### src/rtl/bq_pkg.sv
package bq_pkg;
  typedef struct packed {
    logic push;       // accept request into the queue
    logic pushWrite;  // accepted request is a write: store payload
    logic pop;        // issue head access to the bank
    logic popWrite;   // issued access is a write: release payload
    logic capture;    // last busy cycle of the in-service access
  } bq_strobe_t;
endpackage

### src/rtl/bq_fifo.sv
module bq_fifo #(
  parameter int WIDTH = 8,
  parameter int DEPTH = 2
) (
  input  logic             clk,
  input  logic             rstN,
  input  logic             push,
  input  logic [WIDTH-1:0] pushData,
  input  logic             pop,
  output logic [WIDTH-1:0] headData,
  output logic             empty,
  output logic             full
);
  localparam int PTR_W = (DEPTH > 1) ? $clog2(DEPTH) : 1;
  localparam int CNT_W = $clog2(DEPTH + 1);

  logic [WIDTH-1:0] store [DEPTH];
  logic [PTR_W-1:0] rdPtr, wrPtr;
  logic [CNT_W-1:0] count;

  function automatic logic [PTR_W-1:0] bump(input logic [PTR_W-1:0] p);
    return (p == PTR_W'(DEPTH - 1)) ? '0 : p + PTR_W'(1);
  endfunction

  assign empty    = (count == '0);
  assign full     = (count == CNT_W'(DEPTH));
  assign headData = store[rdPtr];

  always_ff @(posedge clk) begin
    if (!rstN) begin
      rdPtr <= '0;
      wrPtr <= '0;
      count <= '0;
    end else begin
      if (push) begin
        store[wrPtr] <= pushData;
        wrPtr        <= bump(wrPtr);
      end
      if (pop) rdPtr <= bump(rdPtr);
      if (push && !pop)      count <= count + CNT_W'(1);
      else if (pop && !push) count <= count - CNT_W'(1);
    end
  end

  AST_NO_OVERFLOW: assert property (@(posedge clk) disable iff (!rstN)
    (push && full) |-> pop) else $error("fifo overflow");
  AST_NO_UNDERFLOW: assert property (@(posedge clk) disable iff (!rstN)
    pop |-> !empty) else $error("fifo underflow");
endmodule

### src/rtl/bq_ctrl.sv
module bq_ctrl
  import bq_pkg::*;
#(
  parameter int LAT   = 15,
  parameter int DNORM = 30
) (
  input  logic       clk,
  input  logic       rstN,
  input  logic       reqValid,
  input  logic       reqWrite,
  input  logic       qEmpty,
  input  logic       headWrite,
  output logic       stall,
  output bq_strobe_t str
);
  localparam int WORK_W = $clog2(DNORM + LAT + 1);
  localparam int REM_W  = $clog2(LAT + 1);

  logic [WORK_W-1:0] workCnt, workSum;
  logic [REM_W-1:0]  remCnt;
  logic accept, issue, busy, lastCycle;

  assign workSum   = workCnt + WORK_W'(LAT);
  assign stall     = workSum > WORK_W'(DNORM);
  assign accept    = reqValid && !stall;
  assign issue     = !qEmpty && (remCnt == '0);
  assign busy      = issue || (remCnt != '0);
  assign lastCycle = issue ? (LAT == 1) : (remCnt == REM_W'(1));

  always_comb begin
    str           = '0;
    str.push      = accept;
    str.pushWrite = accept && reqWrite;
    str.pop       = issue;
    str.popWrite  = issue && headWrite;
    str.capture   = lastCycle;
  end

  always_ff @(posedge clk) begin
    if (!rstN) begin
      workCnt <= '0;
      remCnt  <= '0;
    end else begin
      workCnt <= workCnt + (accept ? WORK_W'(LAT) : '0) - (busy ? WORK_W'(1) : '0);
      if (issue)               remCnt <= REM_W'(LAT - 1);
      else if (remCnt != '0)   remCnt <= remCnt - REM_W'(1);
    end
  end

  AST_WORK_BOUND: assert property (@(posedge clk) disable iff (!rstN)
    workCnt <= WORK_W'(DNORM)) else $error("work above bound");
  AST_QUEUE_IMPLIES_WORK: assert property (@(posedge clk) disable iff (!rstN)
    !qEmpty |-> (workCnt >= WORK_W'(LAT))) else $error("queued work not charged");

  generate
    if (LAT > 1) begin : g_spacing
      AST_ONE_AT_A_TIME: assert property (@(posedge clk) disable iff (!rstN)
        str.pop |=> !str.pop) else $error("back-to-back issue");
    end
  endgenerate
endmodule

### src/rtl/bq_datapath.sv
module bq_datapath
  import bq_pkg::*;
#(
  parameter int DEPTH  = 2,
  parameter int ROW_W  = 8,
  parameter int ADDR_W = 16,
  parameter int TAG_W  = 4,
  parameter int DATA_W = 32
) (
  input  logic              clk,
  input  logic              rstN,
  input  bq_strobe_t        str,
  input  logic              reqWrite,
  input  logic [ROW_W-1:0]  reqRow,
  input  logic [ADDR_W-1:0] reqAddr,
  input  logic [TAG_W-1:0]  reqTag,
  input  logic [DATA_W-1:0] reqData,
  output logic              qEmpty,
  output logic              headWrite,
  output logic              bankCmdValid,
  output logic              bankCmdWrite,
  output logic [ROW_W-1:0]  bankCmdRow,
  output logic [ADDR_W-1:0] bankCmdAddr,
  output logic [DATA_W-1:0] bankCmdData,
  input  logic [DATA_W-1:0] bankRdData,
  output logic              rspValid,
  output logic [TAG_W-1:0]  rspTag,
  output logic [DATA_W-1:0] rspData
);
  localparam int ENT_W = 1 + ROW_W + ADDR_W + TAG_W;

  logic [ENT_W-1:0]  pushEntry, headEntry;
  logic              accFull, wrEmpty, wrFull;
  logic [DATA_W-1:0] wrHead;
  logic [TAG_W-1:0]  headTag, curTag;
  logic              curWrite;

  assign pushEntry = {reqWrite, reqRow, reqAddr, reqTag};
  assign {headWrite, bankCmdRow, bankCmdAddr, headTag} = headEntry;

  bq_fifo #(.WIDTH(ENT_W), .DEPTH(DEPTH)) u_accQ (
    .clk(clk), .rstN(rstN),
    .push(str.push), .pushData(pushEntry), .pop(str.pop),
    .headData(headEntry), .empty(qEmpty), .full(accFull)
  );

  bq_fifo #(.WIDTH(DATA_W), .DEPTH(DEPTH)) u_wrQ (
    .clk(clk), .rstN(rstN),
    .push(str.pushWrite), .pushData(reqData), .pop(str.popWrite),
    .headData(wrHead), .empty(wrEmpty), .full(wrFull)
  );

  assign bankCmdValid = str.pop;
  assign bankCmdWrite = headWrite;
  assign bankCmdData  = headWrite ? wrHead : '0;

  always_ff @(posedge clk) begin
    if (!rstN) begin
      curWrite <= 1'b0;
      curTag   <= '0;
      rspValid <= 1'b0;
      rspTag   <= '0;
      rspData  <= '0;
    end else begin
      if (str.pop) begin
        curWrite <= headWrite;
        curTag   <= headTag;
      end
      rspValid <= str.capture && !curWrite;
      if (str.capture && !curWrite) begin
        rspTag  <= curTag;
        rspData <= bankRdData;
      end
    end
  end

  AST_WRITE_HAS_DATA: assert property (@(posedge clk) disable iff (!rstN)
    (str.pop && headWrite) |-> !wrEmpty) else $error("write without payload");
  AST_NO_WRITE_RSP: assert property (@(posedge clk) disable iff (!rstN)
    (str.capture && curWrite) |=> !rspValid) else $error("write responded");
  AST_WRQ_BOUND: assert property (@(posedge clk) disable iff (!rstN)
    (str.pushWrite && wrFull) |-> str.popWrite) else $error("payload overflow");
  AST_ACCQ_FULL_POP: assert property (@(posedge clk) disable iff (!rstN)
    (accFull && str.push) |-> str.pop) else $error("queue overflow");
endmodule

### src/rtl/bank_access_queue.sv
module bank_access_queue
  import bq_pkg::*;
#(
  parameter int LAT    = 15,
  parameter int DNORM  = 30,
  parameter int ROW_W  = 8,
  parameter int ADDR_W = 16,
  parameter int TAG_W  = 4,
  parameter int DATA_W = 32
) (
  input  logic              clk,
  input  logic              rstN,
  input  logic              reqValid,
  input  logic              reqWrite,
  input  logic [ROW_W-1:0]  reqRow,
  input  logic [ADDR_W-1:0] reqAddr,
  input  logic [TAG_W-1:0]  reqTag,
  input  logic [DATA_W-1:0] reqData,
  output logic              stall,
  output logic              bankCmdValid,
  output logic              bankCmdWrite,
  output logic [ROW_W-1:0]  bankCmdRow,
  output logic [ADDR_W-1:0] bankCmdAddr,
  output logic [DATA_W-1:0] bankCmdData,
  input  logic [DATA_W-1:0] bankRdData,
  output logic              rspValid,
  output logic [TAG_W-1:0]  rspTag,
  output logic [DATA_W-1:0] rspData
);
  localparam int DEPTH = (DNORM / LAT > 0) ? DNORM / LAT : 1;

  bq_strobe_t str;
  logic qEmpty, headWrite;

  bq_ctrl #(.LAT(LAT), .DNORM(DNORM)) u_ctrl (
    .clk(clk), .rstN(rstN),
    .reqValid(reqValid), .reqWrite(reqWrite),
    .qEmpty(qEmpty), .headWrite(headWrite),
    .stall(stall), .str(str)
  );

  bq_datapath #(
    .DEPTH(DEPTH), .ROW_W(ROW_W), .ADDR_W(ADDR_W), .TAG_W(TAG_W), .DATA_W(DATA_W)
  ) u_dp (
    .clk(clk), .rstN(rstN), .str(str),
    .reqWrite(reqWrite), .reqRow(reqRow), .reqAddr(reqAddr),
    .reqTag(reqTag), .reqData(reqData),
    .qEmpty(qEmpty), .headWrite(headWrite),
    .bankCmdValid(bankCmdValid), .bankCmdWrite(bankCmdWrite),
    .bankCmdRow(bankCmdRow), .bankCmdAddr(bankCmdAddr), .bankCmdData(bankCmdData),
    .bankRdData(bankRdData),
    .rspValid(rspValid), .rspTag(rspTag), .rspData(rspData)
  );

  AST_REJECT_DROPS: assert property (@(posedge clk) disable iff (!rstN)
    (reqValid && stall) |-> !str.push) else $error("stalled request accepted");
  AST_IDLE_AFTER_RESET: assert property (@(posedge clk) disable iff (!rstN)
    $rose(rstN) |-> (!bankCmdValid && !rspValid)) else $error("activity out of reset");
endmodule

### config.mk
export PLATFORM = sky130hd
export DESIGN_NAME = bank_access_queue
export DESIGN_NICKNAME = d
export VERILOG_FILES = /design/src/rtl/bq_pkg.sv /design/src/rtl/bq_fifo.sv /design/src/rtl/bq_ctrl.sv /design/src/rtl/bq_datapath.sv /design/src/rtl/bank_access_queue.sv
export SDC_FILE = /design/constraint.sdc
export NUM_CORES = 1
export LEC_CHECK = 0
export CAP_MARGIN = 20
export CORE_MARGIN = 3
export CORE_UTILIZATION = 35
export CTS_BUF_LIST = sky130_fd_sc_hd__clkbuf_8
export CTS_CLUSTER_SIZE = 28
export DETAILED_ROUTE_END_ITERATION = 8
export PLACE_DENSITY_LB_ADDON = 0.3
export SLEW_MARGIN = 5
export SYNTH_ARGS = -nofsm -noshare
export SYNTH_HDL_FRONTEND = slang
export SYNTH_SLANG_ARGS = --single-unit
### constraint.sdc
create_clock -name clk -period 3.2 [get_ports clk]
set_clock_uncertainty 0.2 [all_clocks]
set_input_delay 0.32 -clock clk [delete_from_list [all_inputs] [get_ports clk]]
set_output_delay 0.32 -clock clk [all_outputs]
set_load 0.005 [all_outputs]
==> After elaboration in Yosys (flattened, before gate mapping) <==
Memories as Yosys holds them, arrays and structs flattened. A register that Yosys moved wholly into a read port is not among the register bits.
Cells that the tools add are included.
{ "word_totals": {"in_bits": 96, "memories": 2, "word_cells": 69, "out_inout_bits": 96, "ramBits": 122, "reg_bits": 58} }
{ "mem_list": {"columns": ["name", "words", "width", "rd", "rd_ports_with_merged_regs", "write_ports", "line", "text"], "rows": [
  ["u_dp.u_wrQ.store", 2, 32, 1, 1, 1, "bq_fifo.sv:17", "logic [WIDTH-1:0] store [DEPTH];"],
  ["u_dp.u_accQ.store", 2, 29, 1, 1, 1, "bq_fifo.sv:17", null]
]} }
{ "op_classes": {"n_reduce_logical": 19, "muxes": 22, "magnitude_cmp": 1, "n_bitwise": 1, "n_addsub": 10, "n_eq_ne": 1} }
{ "op_table": {"columns": ["cell", "count"], "rows": [
  ["32-bit two-way mux", 1],
  ["1-bit two-way mux", 16],
  ["4-bit two-way mux", 3],
  ["1-bit logical AND", 7],
  ["6-bit by 4-bit adder with 6-bit output, second input constant", 1],
  ["6-bit adder", 1],
  ["6-bit by 5-bit > comparator with 1-bit output, second input constant", 1],
  ["6-bit subtractor", 1],
  ["1-bit logical NOT", 5],
  ["1-bit adder, second input constant", 4],
  ["4-bit by 1-bit equality test with 1-bit output, second input constant", 1],
  ["4-bit logical NOT", 1],
  ["2-bit two-way mux", 2],
  ["2-bit nonzero test", 2],
  ["4-bit nonzero test", 1],
  ["4-bit by 1-bit subtractor with 4-bit output, second input constant", 1],
  ["2-bit by 1-bit adder with 2-bit output, second input constant", 1],
  ["2-bit logical NOT", 1],
  ["2-bit OR reduction", 1],
  ["2-bit by 1-bit subtractor with 2-bit output, second input constant", 1],
  ["1-bit logical OR", 1],
  ["1-bit inverter", 1]
]} }

==> Depth between registers and ports, before layout <==
Gate-level depths: netlist (run 1).
{ "depth": {"depth_word": 8, "depth_mapped": 15, "ltp_nobuf": 15} }

==> Cells and area by module <==
A second synthesis (run 1) with hierarchy kept.
{ "unflattened": {"hier_cells": 551, "hier_area_um2": 7639.8} }
{ "modules_own_cells": {"columns": ["module", "cells_per_inst", "instances", "area_each_um2", "seq_area_each_um2"], "rows": [
  ["bq_fifo (u_dp.u_wrQ)", 123, 1, 2531.2, 2021.9],
  ["bq_fifo (u_dp.u_accQ)", 113, 1, 2311.0, 1841.8],
  ["bq_datapath", 213, 1, 1943.1, 840.8],
  ["bq_ctrl", 102, 1, 854.6, 200.2]
]} }

==> Least setup slack after synthesis (run 1) <==
No wires, ideal clock.
{ "synth_path": {"path_type": "flip-flop to flip-flop", "start": "register u_ctrl.workCnt[0]", "end": "memory u_dp.u_wrQ.store[1][0] (netlist name) (enable)", "n_path_buf": 0, "setup_ps": 422, "t_arrival_ps": 2580, "required_time_ps": 2578, "path_stages_with_launch": 8, "path_slack_ps": -2, "synth_period_minus_slack_ps": 3202, "path_cell_list": "dfxtp_1 > inv_1 > ha_1 > nand2_1 > o311a_1 > o311ai_2 > a21bo_2 > nor2_1"} }
{ "synth_via": {"elab_chain_len": 8} }
{ "synth_lines": {"columns": ["item", "line", "text"], "rows": [
  ["from (decl)", "bq_ctrl.sv:19", "logic [WORK_W-1:0] workCnt, workSum;"],
  ["from (signal assigned)", "bq_ctrl.sv:44", "workCnt <= workCnt + (accept ? WORK_W'(LAT) : '0) - (busy ? WORK_W'(1) : '0);"],
  ["6-bit by 4-bit adder with 6-bit output", "bq_ctrl.sv:23", "assign workSum = workCnt + WORK_W'(LAT);"],
  ["6-bit by 5-bit > comparator with 1-bit output", "bq_ctrl.sv:24", "assign stall = workSum > WORK_W'(DNORM);"],
  ["1-bit logical NOT", "bq_ctrl.sv:25", "assign accept = reqValid && !stall;"],
  ["1-bit logical AND", "bq_ctrl.sv:25", null],
  ["1-bit logical AND", "bq_ctrl.sv:33", "str.pushWrite = accept && reqWrite;"],
  ["1-bit two-way mux", "bq_fifo.sv:35", "if (push) begin"],
  ["1-bit two-way mux", "bq_fifo.sv:30", "if (!rstN) begin"],
  ["1-bit two-way mux (not written as such)", "bq_fifo.sv:36", "store[wrPtr] <= pushData;"],
  ["to (decl)", "bq_fifo.sv:17", null]
]} }
No other way between the ends.

==> Worst setup path in the final report (run 1) <==
{ "layout_path": {"start": "register u_ctrl.workCnt[1]", "end": "register u_ctrl.workCnt[5]"} }
{ "layout_via": {"elab_chain_len": 7} }
{ "layout_lines": {"columns": ["item", "line", "text"], "rows": [
  ["6-bit by 4-bit adder with 6-bit output", "bq_ctrl.sv:23", null],
  ["6-bit by 5-bit > comparator with 1-bit output", "bq_ctrl.sv:24", null],
  ["1-bit logical NOT", "bq_ctrl.sv:25", null],
  ["1-bit logical AND", "bq_ctrl.sv:25", null],
  ["via u_ctrl.accept", "bq_ctrl.sv:21", "logic accept, issue, busy, lastCycle;"],
  ["4-bit two-way mux", "bq_ctrl.sv:44", null],
  ["6-bit adder", "bq_ctrl.sv:44", null],
  ["6-bit subtractor", "bq_ctrl.sv:44", null]
]} }
The timed path passes the listed nets, and every way through them passes these cells.
A chain may end at the register's enable or synchronous reset.

==> results.md, run 1 <==
* CP max stage delay at 0.39 ns
* Synth Register Bits at 182
* Share of power burned in registers at 40.7%
* Leakage Power at 3.414 nW
* Compound-Gate Fraction of Synth Area at around 6.6%
* Core area at 20490 um^2
* Layout cell share with drive strength beyond 1 at 12.89%
* Initial antenna violation count at 1
* Max clock buf depth at 2
* Clock root buffer master: clkbuf_8
* CTS buffer count at 17
* Ys Warns at 0
* Max Cap Violations at 0
* Peak Freq at 328.2 MHz
* Hold_buf cts at 0
* Power Density at 776.7 nW/um^2
* Clock power share at 20.0%
* Nets at around 840
* Post-route ant nets at 0
* Row count at 52
* Largest delay contributor family on the critical path: compound AO/OA/AOI/OAI gates
* Top-count cell post-synth: edfxtp_1
* Port bufs at 191
* Simple-Gate Fraction of Synth Area at around a tenth
* Startpoint class of the critical path: flip-flop
* Routed len/inst at 15.58 um
* Worst path depth at 13
* First-pass GRT wire length at approximately 24000 um
* Final setup TNS at 0 ns
* Tmin final at 3.047 ns
* Routed vias/inst at 4.614
* Top cells by count, synth: edfxtp_1 (122), nand2_1 (83), dfxtp_1 (60)
* Vias at 4683
* DRT iter0 DRCs at ~220
* Largest cells by area after synthesis: edfxtp_1 (50%), dfxtp_1 (16%), mux2i_1 (5.2%), nand2_1 (4.2%), mux2_2 (3.7%)
* WP data required at 3.31 ns
* Post-Synth Adder-Cell Area at 2.648%
* Die H at 151.1 um
* 1st-pass router iterations at 4
* Largest family of logic cells by synthesized area: simple AND/OR/NAND/NOR gates
* Power Internal at 0.005177 W
* Worst setup EP type: flip-flop
* Critical path class: reg -> reg
* Crit share post-route at a little over nine tenths
* Main flop type after synthesis: edfxtp_1
* Hold Path Stages at 3
* Final Cell Area at 9882 um^2
* Drt total wl at 15820 um
* I/O Pins at around 190
* Cells after synthesis at 556
* Worst hold path class: in -> reg
* Cell area after synthesis at 7371 um^2
* TritonCTS clock tree: done
* Post-synthesis mux area share at 8.827%
* RSZ-0062 raised after global routing: no
* Final non-filler cell total at 1015
* EDFF count, synth at 122
* Switching share of power at 32.55%
* Synth top area share at roughly 50%
* H-tree depth at 4
* Crit path buffers/inverters at 3
* Final Power at about 0.0077 W
* Area grow syn2layout at 34.07%
* Die Width at 151.1 um
* N_diodes at 0
* Placed cells at 981
* Ys async rst share at 0%
* GR Util All Layers at 13.69%
* Combinational share of power at roughly two fifths
* Detailed placer's ending HPWL at roughly 11000 um
* Worst-Margin Slew at 0.9865 ns
* Final slew viol count at 0
* Post-Syn Nets at approximately 670
* Slew HR at around a third
* Placer Congestion at between 0.7 and 0.8
* Crit path cell chain: inv_2 -> ha_4 -> nand2b_1 -> o311a_1 -> o311ai_2 -> nand2_1 -> inv_2 -> ha_1 -> inv_1 -> ha_1 -> and4_1 -> a311oi_1 -> o211ai_1
* Slowest-stage cell, CP: o311a_1
* DRC violations left at 0
* Clk slew on worst S/H paths at roughly 0.10 ns
* Average cell area after synthesis at 13.26 um^2
* Synth area leader: edfxtp_1
* R2R depth at 13
* Net Switching at 0.002499 W
* Dpl cell area at 9423 um^2
* Worst Path Arrival at around 3.2 ns
* Number of global-route vias before repair at 4873
* Register area share after synthesis at 66.00%
* Hold Vio Cnt, Final at 0
* # clock sinks at 182
* Top fanout value on the critical path at 4
* Netlist cell types at 50
* Max VDD drop at 304.5 uV
* Congestion Overflow GR at 0
* Starting Density at between 30% and 40%
* Largest net degree at the start of global routing at 66
* Die Area at 22840 um^2
* Clock Latency Late Sink at 0.44 ns
* Post-Synth XOR/XNOR Area at less than 1%
* Outcome: finished, final reports clean
* Final setup fails at 0
-- layer usage --
layer / vias to the layer above / part of all wire [%] / GRT usage [%]
li1: 2287 / - / -
met1: 2263 / 41 / 15.14
met2: 116 / 52 / 24.83
met3: 15 / 6.4 / 4.967
met4: 2 / 1.1 / 3.626
met5: - / 0.070 / 0
-- repair_timing --
item,4_1_cts,5_1_grt
buffers inserted,0,2
setup endpoints to repair,0,3
resized for setup,0,15
-- layout by cell type (no fill, tap or decap), types with 3 or more instances in the layout --
| cell | n |
|---|---|
| clkdlybuf4s50_1 | 190 |
| xnor2_1 | 5 |
| nand2_1 | 83 |
| inv_1 | 16 |
| buf_4 | 14 |
| edfxtp_1 | 122 |
| mux2_2 | 24 |
| clkinv_4 | 4 |
| and2_1 | 11 |
| nor2b_1 | 4 |
| mux2i_1 | 37 |
| a21boi_1 | 28 |
| a21oi_1 | 3 |
| clkinvlp_4 | 3 |
| a21boi_0 | 9 |
| nor3_1 | 3 |
| xor2_1 | 3 |
| clkbuf_8 | 17 |
| inv_8 | 5 |
| nor2_1 | 35 |
| ha_1 | 10 |
| o211a_1 | 5 |
| dfxtp_1 | 57 |
| nand3_1 | 3 |
| inv_2 | 3 |
-- layout make-up --
cell class	count	area, um^2
clock buffers	17	234.0
clock inverters	15	161.4
fillers	1820	10610
inverters	20	75.07
multi-input cells	306	2191
flip-flops and latches	182	4871
well taps	270	337.8
repair buffers	205	2012
-- cells by family after synthesis --
group / after synthesis
DFF: 182
and+or+nand+nor: 158
buffers and inverters: 68
AOI/OAI and AO/OA: 63
muxes: 62
adders and majority gates: 15
xor gates and xnor gates: 8
-- power by group through the flow --
stage	combinational (W)	clock, W	sequential [W]
floorplan	0.00188	0	0.00311
global placement	0.00283	0	0.00315
detailed placement	0.00293	0	0.00318
CTS	0.00295	0.00161	0.00312
global route	0.00335	0.00170	0.00316
finish	0.00302	0.00153	0.00312
-- metrics by stage --
step                      utilization (%)  worst slack, ns  hold slack [ns]
final                               48.22           0.1533           0.2141
after CTS                           47.91          0.03283           0.1643
after global placement              45.98           0.2315           0.2414
after detailed placement            45.98          0.05661           0.2459
after global routing                48.22          0.01458           0.1760
after floorplan                         -        -0.001750           0.2189
-- tightest hold or removal path: cells and delay by family --
| kind | cells | cell delay [ns] |
|---|---|---|
| compound gates | 1 | 0.05 |
| simple gates | 1 | 0.06 |
| buf+inv | 1 | 0.39 |
-- worst paths after layout --
check,from,endpoint,slack [ns]
max,u_ctrl.workCnt[1]$_SDFF_PN0_,u_ctrl.workCnt[5]$_SDFF_PN0_,0.15
min,bankRdData[21],u_dp.rspData[21]$_SDFFE_PN0P_,0.21
max reg2reg,u_ctrl.workCnt[1]$_SDFF_PN0_,u_ctrl.workCnt[5]$_SDFF_PN0_,0.15
min reg2reg,u_dp.rspData[31]$_SDFFE_PN0P_,u_dp.rspData[31]$_SDFFE_PN0P_,0.26
-- state kept, by name, summed over array words and instances, names as in the netlist, named ones only --
name and flops:
u_dp.u_wrQ.store 64, u_dp.u_accQ.store 58, u_dp.rspData 32, u_ctrl.workCnt 6
u_ctrl.remCnt 4, u_dp.curTag 4, u_dp.rspTag 4, u_dp.u_accQ.count 2
u_dp.curWrite 1, u_dp.rspValid 1, u_dp.u_accQ.rdPtr 1, u_dp.u_accQ.wrPtr 1
u_dp.u_wrQ.rdPtr 1, u_dp.u_wrQ.wrPtr 1
(Power assumes the default switching activity.)
==> inputs of run 2 (changes only) <==
CORE_MARGIN = default   (was 3)
==> run 2 against run 1 <==
Effect of this change: combinational power down 4%; critical path type unchanged; sequential share of layout area increased by 0.36 points; total power is 2.7% lower; highest routed layer unchanged; clock-buffer cell count is the same; fmax up 0.22%; flip-flop and latch count unchanged.
==> results.md, run 2 (synthesis results as in run 1) <==
* Starting Density at 36.08% (was 35.96%)
* R2R Setup Slk at 0.16 ns (was 0.15 ns)
* Register Area at 4866 um^2 (was 4871 um^2)
* H-tree depth at 4 (unchanged)
* Layout cell share with drive strength beyond 1 at 11.32% (was 12.89%)
* 1st-pass router iterations at 4 (unchanged)
* Hold Vio Cnt, Final at 0 (unchanged)
* Hold path start: rstN (was bankRdData[21])
* Nets at 840 (was 843)
* Met2 usage at 25.47% (was 24.83%)
* Multi-input logic area at 2156 um^2 (was 2191 um^2)
* Critical path class: reg -> reg (unchanged)
* Final core utilization at 47.97% (was 48.22%)
* I/O Pins at 192 (unchanged)
* Worst Path Arrival at 3.19 ns (was 3.16 ns)
* GR Util All Layers at 14.29% (was 13.69%)
* Slew HR at 36.94% (was 33.99%)
* Min setup slack post-route at 0.1599 ns (was 0.1533 ns)
* Worst hold path class: in -> reg (unchanged)
* Worst r2r dst: u_ctrl.workCnt[4]$_SDFF_PN0_ (was u_ctrl.workCnt[5]$_SDFF_PN0_)
* Port bufs at 191 (unchanged)
* Max FFs per register at 64 (unchanged)
* Die H at 147.1 um (was 151.1 um)
* Die Width at 147.1 um (was 151.1 um)
* Final Power at 0.007472 W (was 0.007675 W)
* Congestion Overflow GR at 0 (unchanged)
* Placer Congestion at 0.7422 (was 0.7428)
* Placed cells at 979 (was 981)
* Max VDD drop at 310.7 uV (was 304.5 uV)
* Met1 GRT Util at 15.81% (was 15.14%)
* Final Cell Area at 9801 um^2 (was 9882 um^2)
* Max Cap Violations at 0 (unchanged)
* Final non-filler cell total at 1012 (was 1015)
* Filler instances at 1816 (was 1820)
* Die Area at 21640 um^2 (was 22840 um^2)
* Routed vias/inst at 4.599 (was 4.614)
* Vias at 4654 (was 4683)
* Final setup fails at 0 (unchanged)
* Detailed placer's ending HPWL at 10430 um (was 10840 um)
* DRT iter0 DRCs at 165 (was 218)
* First-pass GRT wire length at 23940 um (was 24120 um)
* Initial antenna violation count at 1 (unchanged)
* Power Density at 762.4 nW/um^2 (was 776.7 nW/um^2)
* Most frequent cells in the layout: clkdlybuf4s50_1 (190), edfxtp_1 (122), nand2_1 (83), dfxtp_1 (59), mux2i_1 (37) (was clkdlybuf4s50_1 (190), edfxtp_1 (122), nand2_1 (83), dfxtp_1 (57), mux2i_1 (37))
* Setup slack at placement at 0.1278 ns (was 0.05661 ns)
* Drt total wl at 15220 um (was 15820 um)
* TritonCTS clock tree: done (unchanged)
* Final slew viol count at 0 (unchanged)
* Worst-Margin Slew at 0.9425 ns (was 0.9865 ns)
* Startpoint class of the critical path: flip-flop (unchanged)
* Met3 Use GR at 4.907% (was 4.967%)
* Max clock buf depth at 2 (unchanged)
* Clk slew on worst S/H paths at 0.09 ns (was 0.10 ns)
* R2R depth at 14 (was 13)
* WP data required at 3.35 ns (was 3.31 ns)
* N_diodes at 0 (unchanged)
* Top reg by flops: u_dp.u_wrQ.store (unchanged)
* Worst setup EP type: flip-flop (unchanged)
* Post-route ant nets at 0 (unchanged)
* # clock sinks at 182 (unchanged)
* Worst Hold End: u_dp.curTag[2]$_SDFFE_PN0P_ (was u_dp.rspData[21]$_SDFFE_PN0P_)
* Hold Path Stages at 2 (was 3)
* CTS buffer count at 17 (unchanged)
* GRT busiest layer: met2 (unchanged)
* Reg-to-Reg Start: u_ctrl.workCnt[0]$_SDFF_PN0_ (was u_ctrl.workCnt[1]$_SDFF_PN0_)
* Clock Latency Late Sink at 0.44 ns (about the same)
* Largest net degree at the start of global routing at 44 (was 66)
* Core area at 20430 um^2 (was 20490 um^2)
* Area grow syn2layout at 32.97% (was 34.07%)
* Number of global-route vias before repair at 4770 (was 4873)
* Crit share post-route at 95.00% (was 95.21%)
* Clock root buffer master: clkbuf_8 (unchanged)
* Top fanout value on the critical path at 4 (unchanged)
* Outcome: finished, final reports clean (unchanged)
* DRC violations left at 0 (unchanged)
* Commonest non-fill, non-tap cell in the layout: clkdlybuf4s50_1 (unchanged)
* Tmin final at 3.040 ns (was 3.047 ns)
* Peak Freq at 328.9 MHz (was 328.2 MHz)
* Row count at 52 (unchanged)
* Top Registers: u_dp.u_wrQ.store x64, u_dp.u_accQ.store x58, u_dp.rspData x32 (unchanged)
* Routed len/inst at 15.04 um (was 15.58 um)
* Dpl cell area at 9420 um^2 (was 9423 um^2)
* RSZ-0062 raised after global routing: no (unchanged)
* Leakage Power at 3.383 nW (was 3.414 nW)
==> run 2: changes by cell type in the layout (fill, tap and decap cells not counted), moves of 3 or more <==
cell and change:
inv_8 -5, inv_1 +3, buf_4 -4, ha_1 +3
==> run 2: worst max-delay path: stages, from the launching register on <==
cell	delay (ns)
dfxtp_1	0.35
inv_1	0.09
ha_2	0.19
nand2b_1	0.06
o311a_1	0.31
o311ai_2	0.30
nand2_1	0.14
inv_2	0.09
ha_1	0.27
fa_2	0.42
inv_1	0.07
a21o_1	0.11
a21oi_1	0.07
xnor2_1	0.12
and2_1	0.15
==> run 2: report_power, final <==
part	switching, W	internal [W]
Sequential	0.000215	0.00291
Combinational	0.00135	0.00156
Clock	0.000822	0.000618
Total	0.00239	0.00509
==> run 2: worst max-delay path by stage <==
stage | from | to | slack, ns
finish | u_ctrl.workCnt[0]$_SDFF_PN0_ | u_ctrl.workCnt[4]$_SDFF_PN0_ | 0.16
global route | u_ctrl.workCnt[0]$_SDFF_PN0_ | u_ctrl.workCnt[5]$_SDFF_PN0_ | 0.005
CTS | u_ctrl.workCnt[1]$_SDFF_PN0_ | u_ctrl.workCnt[4]$_SDFF_PN0_ | 0.12
detailed placement | u_ctrl.workCnt[1]$_SDFF_PN0_ | u_ctrl.workCnt[4]$_SDFF_PN0_ | 0.13
global placement | reqValid | u_ctrl.workCnt[4]$_SDFF_PN0_ | 0.23
floorplan | u_ctrl.workCnt[0]$_SDFF_PN0_ | u_dp.u_wrQ.store[1][0]$_DFFE_PP_ | -0.002
==> run 2: per-stage QoR <==
stage / hold slack (ns) / TNS [ns]
detailed placement: 0.2479 / 0
global route: 0.09290 / 0
global placement: 0.2409 / 0
CTS: 0.08603 / 0
finish: 0.1098 / 0
floorplan: 0.2189 / -0.09314
==> run 2: cell type report <==
type	instances	area share, %
inverter	20	0.7660
clock buffer	17	2.387
timing repair buffer	202	20.43
multi-input combinational	306	22.00
tap	270	3.447
clock inverter	15	1.328
sequential	182	49.65
==> run 2: repair_timing <==
action,in CTS,in global routing
hold buffers,0,0
endpoints found under the hold margin,0,0
buffers inserted,0,1
endpoints found under the setup margin,0,3
resized for setup,0,5
==> run 2: layer usage <==
layer | vias to the layer above | share of wire (%)
met5 | - | 0.072
met4 | 2 | 1.4
met3 | 16 | 5.4
met2 | 119 | 52
met1 | 2242 | 41
li1 | 2275 | -
